==> src/rtl/pdn_cause_ctl.sv <==
module pdn_cause_ctl (
  input  logic clk,
  input  logic rst_n,
  input  logic por_evt,
  input  logic ext_rst,
  input  logic wdt_tmo,
  input  logic wdt_en,
  input  logic sleep_cmd,
  input  logic pin_chg,
  input  logic woc_en,
  output logic flag_to,
  output logic flag_pd,
  output logic flag_wuf,
  output logic asleep,
  output logic osc_en,
  output logic wdt_clr,
  output logic core_rst_req
);

  logic wdt_hit, pin_hit, rst_ev, enter, rst_d;

  assign wdt_hit = wdt_tmo & wdt_en;
  assign pin_hit = pin_chg & woc_en & asleep;
  assign rst_ev  = por_evt | ext_rst | wdt_hit | pin_hit;
  assign enter   = sleep_cmd & ~asleep & ~rst_ev;   // reset beats sleep

  always_ff @(posedge clk or negedge rst_n) begin
    if (!rst_n) begin
      flag_wuf <= 1'b0;
      flag_to  <= 1'b1;
      flag_pd  <= 1'b1;
    end else if (por_evt) begin
      flag_wuf <= 1'b0;
      flag_to  <= 1'b1;
      flag_pd  <= 1'b1;
    end else if (ext_rst) begin
      flag_wuf <= 1'b0;
      if (asleep) begin
        flag_to <= 1'b1;
        flag_pd <= 1'b0;
      end
    end else if (wdt_hit) begin
      flag_wuf <= 1'b0;
      flag_to  <= 1'b0;
      if (asleep) flag_pd <= 1'b0;
    end else if (pin_hit) begin
      flag_wuf <= 1'b1;
      flag_to  <= 1'b1;
      flag_pd  <= 1'b0;
    end else if (enter) begin
      flag_to  <= 1'b1;
      flag_pd  <= 1'b0;
    end
  end

  always_ff @(posedge clk or negedge rst_n) begin
    if (!rst_n) begin
      asleep       <= 1'b0;
      osc_en       <= 1'b1;
      wdt_clr      <= 1'b0;
      rst_d        <= 1'b0;
      core_rst_req <= 1'b0;
    end else begin
      if (enter) begin
        asleep <= 1'b1;
        osc_en <= 1'b0;
      end else if (rst_ev) begin
        asleep <= 1'b0;
        osc_en <= 1'b1;
      end
      wdt_clr      <= enter | (asleep & rst_ev);
      rst_d        <= rst_ev;
      core_rst_req <= rst_d;
    end
  end

endmodule

==> config.mk <==
export PLATFORM = sky130hd
export DESIGN_NAME = pdn_cause_ctl
export DESIGN_NICKNAME = d
export VERILOG_FILES = /design/src/rtl/pdn_cause_ctl.sv
export SDC_FILE = /design/constraint.sdc
export NUM_CORES = 1
export LEC_CHECK = 0
export BUFFER_PORTS_ARGS = -buffer_cell sky130_fd_sc_hd__buf_2
export CAP_MARGIN = 25
export CORE_AREA = 2 2 39 41
export DETAILED_ROUTE_END_ITERATION = 6
export DIE_AREA = 0 0 41 43
export GPL_ROUTABILITY_DRIVEN = 0
export HOLD_SLACK_MARGIN = 0.03
export SLEW_MARGIN = 10
export SYNTH_ARGS = -nofsm -noshare
export SYNTH_HDL_FRONTEND = slang
export SYNTH_SLANG_ARGS = --single-unit
==> constraint.sdc <==
create_clock -name clk -period 1 [get_ports clk]
set_input_delay 0.05 -clock clk [delete_from_list [all_inputs] [get_ports clk]]
set_output_delay 0.05 -clock clk [all_outputs]
set_load 0.02 [all_outputs]
==> results.ini, run 1 <==
[status]
outcome=complete, but fails checks
failed_checks=negative setup slack

[drt]
drc=0
drt_iter0_markers=2
wirelength_um=786
wl_per_cell_um=11.23
drt-vias-per-instance=4.386
via_count=307
ant_nets=0
dr.pass1.iters=3

[final_layout]
syn2layout_area_growth_pct=61.85
nets=64
finalNonFillerCells=70
antenna_cells=0
drive_above_1_share=0.6111
post-route-util=0.3951

[power]
power_density_nw_per_um2=1400
switching_power_uw=196.8
peakVddDrop_v=0.0004484
p_sw_frac=0.2570
p_clk_frac=0.353
power_frac_seq=0.468
intPower_uw=568.9
power_leakage_uw=0.0002574
combPwrFrac=0.178
power_uw=765.7

[yosys]
synth.most_common_cell=dfrtp_1
synth.avg_cell_area_um2=12.07
async_flop_share=1.000
syn_area_um2=337.8
netlist.top_cell.by_area=dfrtp_1
ys_top_cells_by_count=5 x dfrtp_1, 4 x nor2_1, 3 x a21oi_1, 3 x dfstp_2, 2 x inv_1
yosys_warnings=0
synthTopCellsByArea=dfrtp_1 37%, dfstp_2 23%, a211oi_4 5.9%, a21oi_1 4.4%, nor2_1 4.4%
netlist_instances=28
synth-seq-area-share=0.6037
synth_seq_cells=8
ys_types=16
synthFlopType=dfrtp_1
synth_top_area_share=0.3704
synth_enable_flop_cells=0
synthesis.nets=37

[worst_setup_path]
path_max_fanout=7
reg2reg_to=flag_to$_DFFE_PN1P_
start_kind=flop
path_cells=nor2b_4 > buf_4 > o32a_1
required_ns=1.18
crit_path_end_kind=flop
worstPathBufferInverterCount=1
critPathSlowestCell=dfrtp_2
worstPathArrival_ns=1.19
rr_worst_depth=3
r2r_setup_slack_ns=-0.008
cp_slowest_stage_delay_ns=0.43
r2r-start=asleep$_DFFE_PN0P_
cp_top_family=flip-flops
critical_path_class=flop to flop

[job]
maxCapViolations=0

[clock_tree]
cts_tree=built
cts_root_buf=clkbuf_4
clkTransAtPathRegs_ns=0.05
numCtsBuffers=3
htreeDepth=1
clock_path_buffers=2
clkSinkCount=8
insertion_delay_ns=0.26

[sta]
fmaxAchievable_mhz=992.0
holdWs_ns=0.04488
min_period_over_period=1.008
slew_viol_final=0
worst_pin_slew_ns=0.2029
hold_viol=0
finalSetupViolCount=2
rsz0062_at_grt=true
clock_skew_ns=0.007764
post-route-min-period_ns=1.008
max_slew_margin=0.8643
tns_ns=-0.01521
layout_setup_ws_ns=-0.008085

[worst_hold_path]
hp-class=input pin to flop
min_to=asleep$_DFFE_PN0P_
hold_start=sleep_cmd
holdPathStages=3

[placement]
hpwlAfterDp_um=621
io_buffers=15
dp_cells=64

[global_route]
grt_pass1_vias=313
antenna_found_initial=0
track_usage=0.1134
overflow=0
grt_start_max_net_pins=9
grt_pass1_wl_um=1283

[floorplanning]
core_um2=1384
rows=14
ioPinCount=16
die_y_um=43
dieArea_um2=1763
die_w_um=41
start_util=0.2441

worst max path at each step:
stage               slack [ns]  depth (start not counted)                  end               start
detailed placement       -0.03                          3  flag_pd$_DFFE_PN1P_  asleep$_DFFE_PN0P_
CTS                      -0.01                          3  flag_to$_DFFE_PN1P_  asleep$_DFFE_PN0P_
global placement        -0.006                          3  flag_pd$_DFFE_PN1P_  asleep$_DFFE_PN0P_
global route             -0.05                          3  flag_pd$_DFFE_PN1P_  asleep$_DFFE_PN0P_
floorplan                -0.03                          3  flag_pd$_DFFE_PN1P_  asleep$_DFFE_PN0P_
finish                  -0.008                          3  flag_to$_DFFE_PN1P_  asleep$_DFFE_PN0P_
routing by layer:
metal	GRT usage	up-vias	wire length (um)	share of wire
met5	0	-	0	0
met4	0.06000	0	17	0.022
met3	0.06283	2	74	0.094
met2	0.1625	12	354	0.45
met1	0.1287	141	340	0.43
li1	-	152	-	-
power by group through the flow:
stage / Sequential (uW) / Clock (uW) / Combinational [uW]
3_5_place_dp: 362 / 0 / 121
6_report: 358 / 271 / 137
4_1_cts: 357 / 281 / 134
5_1_grt: 360 / 314 / 149
2_1_floorplan: 381 / 0 / 34.6
3_3_place_gp: 361 / 0 / 121
worst reg2reg max path: cells and delay by family, from the launching register on:
kind	cells	cell delay (ns)
buf+inv	1	0.13
flops	1	0.43
compound gates	1	0.31
simple gates	1	0.06
registers in the layout, summed over array words and instances, names as in the netlist:
register	flops
osc_en	1
flag_wuf	1
wdt_clr	1
asleep	1
flag_pd	1
flag_to	1
core_rst_req	1
rst_d	1
through the flow:
step	setup WS, ns	cell area, um2
after CTS	-0.01183	535.5
final	-0.008085	546.8
after global placement	-0.005700	479.2
after global routing	-0.04585	546.8
after floorplan	-0.03458	346.6
after detailed placement	-0.02693	479.2
timing repair:
action / 4_1_cts / 5_1_grt
hold buffers: 1 / 0
buffers inserted: 1 / 0
hold endpoints to repair: 8 / 0
endpoints found under the setup margin: 5 / 6
gates resized for setup: 4 / 4
pin swaps: 2 / 0
cells in the final DEF, fill, tap and decap left out, drive strengths merged:
master	count
nor3b	1
nand3	1
a211oi	1
a31oi	1
dfrtp	5
dlygate4sd3	1
a21oi	3
a311o	1
o32a	1
nor2b	1
inv	2
dfstp	3
clkbuf	4
nand2	1
and3b	1
o211ai	1
buf	21
a21boi	1
nor2	4
layout make-up:
cell class | instances | area [um2]
Sequential cell | 8 | 205.2
Timing Repair Buffer | 22 | 148.9
Multi-Input combinational cell | 18 | 138.9
Inverter | 2 | 7.507
Tap cell | 16 | 20.02
Clock buffer | 4 | 26.28
Fill cell | 145 | 837.1
cells by family (layout without fill, tap and decap cells):
group | Yosys count | in the layout | share of synthesized area
buf+inv | 2 | 28 | 0.02223
simple gates | 9 | 9 | 0.1482
flops | 8 | 8 | 0.6037
compound gates | 9 | 9 | 0.2259
Note: power is estimated with default switching activity, not from simulation.
==> inputs of run 2 (changes only) <==
Settings changed: CTS_CLUSTER_DIAMETER from default to 30.
Clock period 1 ns to 1.2 ns, I/O delays scaled along.
==> results.ini, run 2 (same netlist as run 1, synthesis figures left out) <==
[sta]
layout_setup_ws_ns=0.09717  ; +0.1053 ns
tns_ns=0  ; +0.01521 ns
max_slew_margin=0.8585  ; -0.005758
worst_pin_slew_ns=0.2112  ; +0.008302 ns
hold_viol=0  ; unchanged
fmaxAchievable_mhz=906.8  ; -8.6%
rsz0062_at_grt=false
slew_viol_final=0  ; unchanged
min_period_over_period=0.9190  ; -0.08906
post-route-min-period_ns=1.103  ; +0.09474 ns
finalSetupViolCount=0  ; -2
clock_skew_ns=0.001125  ; -0.006639 ns

[clock_tree]
clock_path_buffers=2  ; unchanged
cts_setup_buffers=0  ; -1
numCtsBuffers=3  ; unchanged
cts_root_buf=clkbuf_4
insertion_delay_ns=0.26  ; about the same
cts_tree=built
htreeDepth=1  ; unchanged
clkTransAtPathRegs_ns=0.05  ; about the same
clkSinkCount=8  ; unchanged

[final_layout]
layout_common_cells=15 x buf_2, 5 x dfrtp_1, 4 x nor2_1
syn2layout_area_growth_pct=44.07
final_common_cell=buf_2
drive_above_1_share=0.5400  ; -0.07111
nets=60  ; -6.3%
antenna_cells=0  ; unchanged

[worst_setup_path]
worstPathBufferInverterCount=1  ; unchanged
critPathSlowestCell=dfrtp_1
cp_slowest_stage_delay_ns=0.41  ; -0.02 ns
critical_path_class=flop to flop
cp_top_family=compound AO/OA/AOI/OAI gates
crit_path_end_kind=flop
start_kind=flop
worstPathArrival_ns=1.28  ; +0.09 ns
r2r_setup_slack_ns=0.1  ; +0.11 ns
required_ns=1.38  ; +0.20 ns
path_max_fanout=5  ; -2
path_cells=buf_4 > a31oi_1 > a311o_1

[global_route]
overflow=0  ; unchanged
grt_pass1_wl_um=1138  ; -11%
grt_start_max_net_pins=9  ; unchanged
grt_pass1_vias=273  ; -13%
antenna_found_initial=0  ; unchanged
track_usage=0.1043  ; -0.009109

[floorplanning]
core_um2=1384  ; unchanged
die_w_um=41  ; unchanged
start_util=0.2441  ; unchanged
dieArea_um2=1763  ; unchanged
rows=14  ; unchanged
die_y_um=43  ; unchanged
ioPinCount=16  ; unchanged

[status]
outcome=completed

[placement]
hpwlAfterDp_um=578.6  ; -6.8%
place_ws_ns=0.08204  ; +0.1090 ns
io_buffers=15  ; unchanged

[power]
peakVddDrop_v=0.0003495  ; -22%
power_leakage_uw=0.0002258  ; -12%
power_density_nw_per_um2=1260  ; -10%

[drt]
ant_nets=0  ; unchanged
drt_iter0_markers=2  ; unchanged
wirelength_um=712  ; -9.4%
dr.pass1.iters=4  ; +1
drc=0  ; unchanged
via_count=292  ; -4.9%
drt-vias-per-instance=4.424  ; +0.88%
wl_per_cell_um=10.79  ; -3.9%

[job]
maxCapViolations=0  ; unchanged

[worst_hold_path]
hp-class=input pin to flop

## run 2: changes by cell type in the layout (fill, tap and decap cells not counted), sizes merged
cell / previous run / this run
buf: 21 / 17
## run 2: metal layers
metal	GRT usage	vias up	part of all wire
li1	-	146	-
met1	0.1122	128	0.41
met2	0.1500	14	0.43
met3	0.01571	4	0.11
met4	0.1200	0	0.044
met5	0	-	0
## run 2: worst paths after layout
path / start / endpoint / cells past startpoint
setup / recovery: asleep$_DFFE_PN0P_ / flag_pd$_DFFE_PN1P_ / 3
hold / removal: sleep_cmd / asleep$_DFFE_PN0P_ / 3
setup reg to reg: asleep$_DFFE_PN0P_ / flag_pd$_DFFE_PN1P_ / 3
hold reg to reg: rst_d$_DFF_PN0_ / core_rst_req$_DFF_PN0_ / 0
max in group asynchronous: rst_n / flag_pd$_DFFE_PN1P_ / 2
min in group asynchronous: rst_n / core_rst_req$_DFF_PN0_ / 2
## run 2: layout make-up
cell class | instances | area [um2]
Multi-Input combinational cell | 18 | 128.9
Inverter | 2 | 7.507
Timing Repair Buffer | 18 | 100.1
Clock buffer | 4 | 26.28
Fill cell | 148 | 897.1
Tap cell | 16 | 20.02
Sequential cell | 8 | 203.9
## run 2: worst min-delay path: cells and delay by family
kind | cells | cell delay (ns)
and+or+nand+nor | 2 | 0.12
buffers and inverters | 1 | 0.09
## run 2: power by group
group | switching (uW) | internal (uW) | leakage, uW
registers | 7.36 | 288 | 0.0000918
logic | 53.6 | 41.1 | 0.000119
clock network | 95.4 | 127 | 0.0000150
## run 2: through the flow
| stage | instance area (um2) | total power (uW) | util | hold slack [ns] | std cells |
|---|---|---|---|---|---|
| after global routing | 486.7 | 656.8 | 0.3517 | 0.06326 | 66 |
| after global placement | 447.9 | 391.8 | 0.3237 | -0.09392 | 61 |
| after floorplan | 337.8 | 344.7 | - | -0.2356 | 28 |
| after CTS | 484.2 | 625.8 | 0.3499 | 0.04792 | 66 |
| after detailed placement | 447.9 | 392.4 | 0.3237 | -0.08918 | 61 |
| final | 486.7 | 613.3 | 0.3517 | 0.05266 | 66 |
## run 2: what timing repair did
item	in CTS	in global routing
endpoints found under the hold margin	8	0
resized for setup	0	1
hold buffers	1	0
setup endpoints to repair	0	1
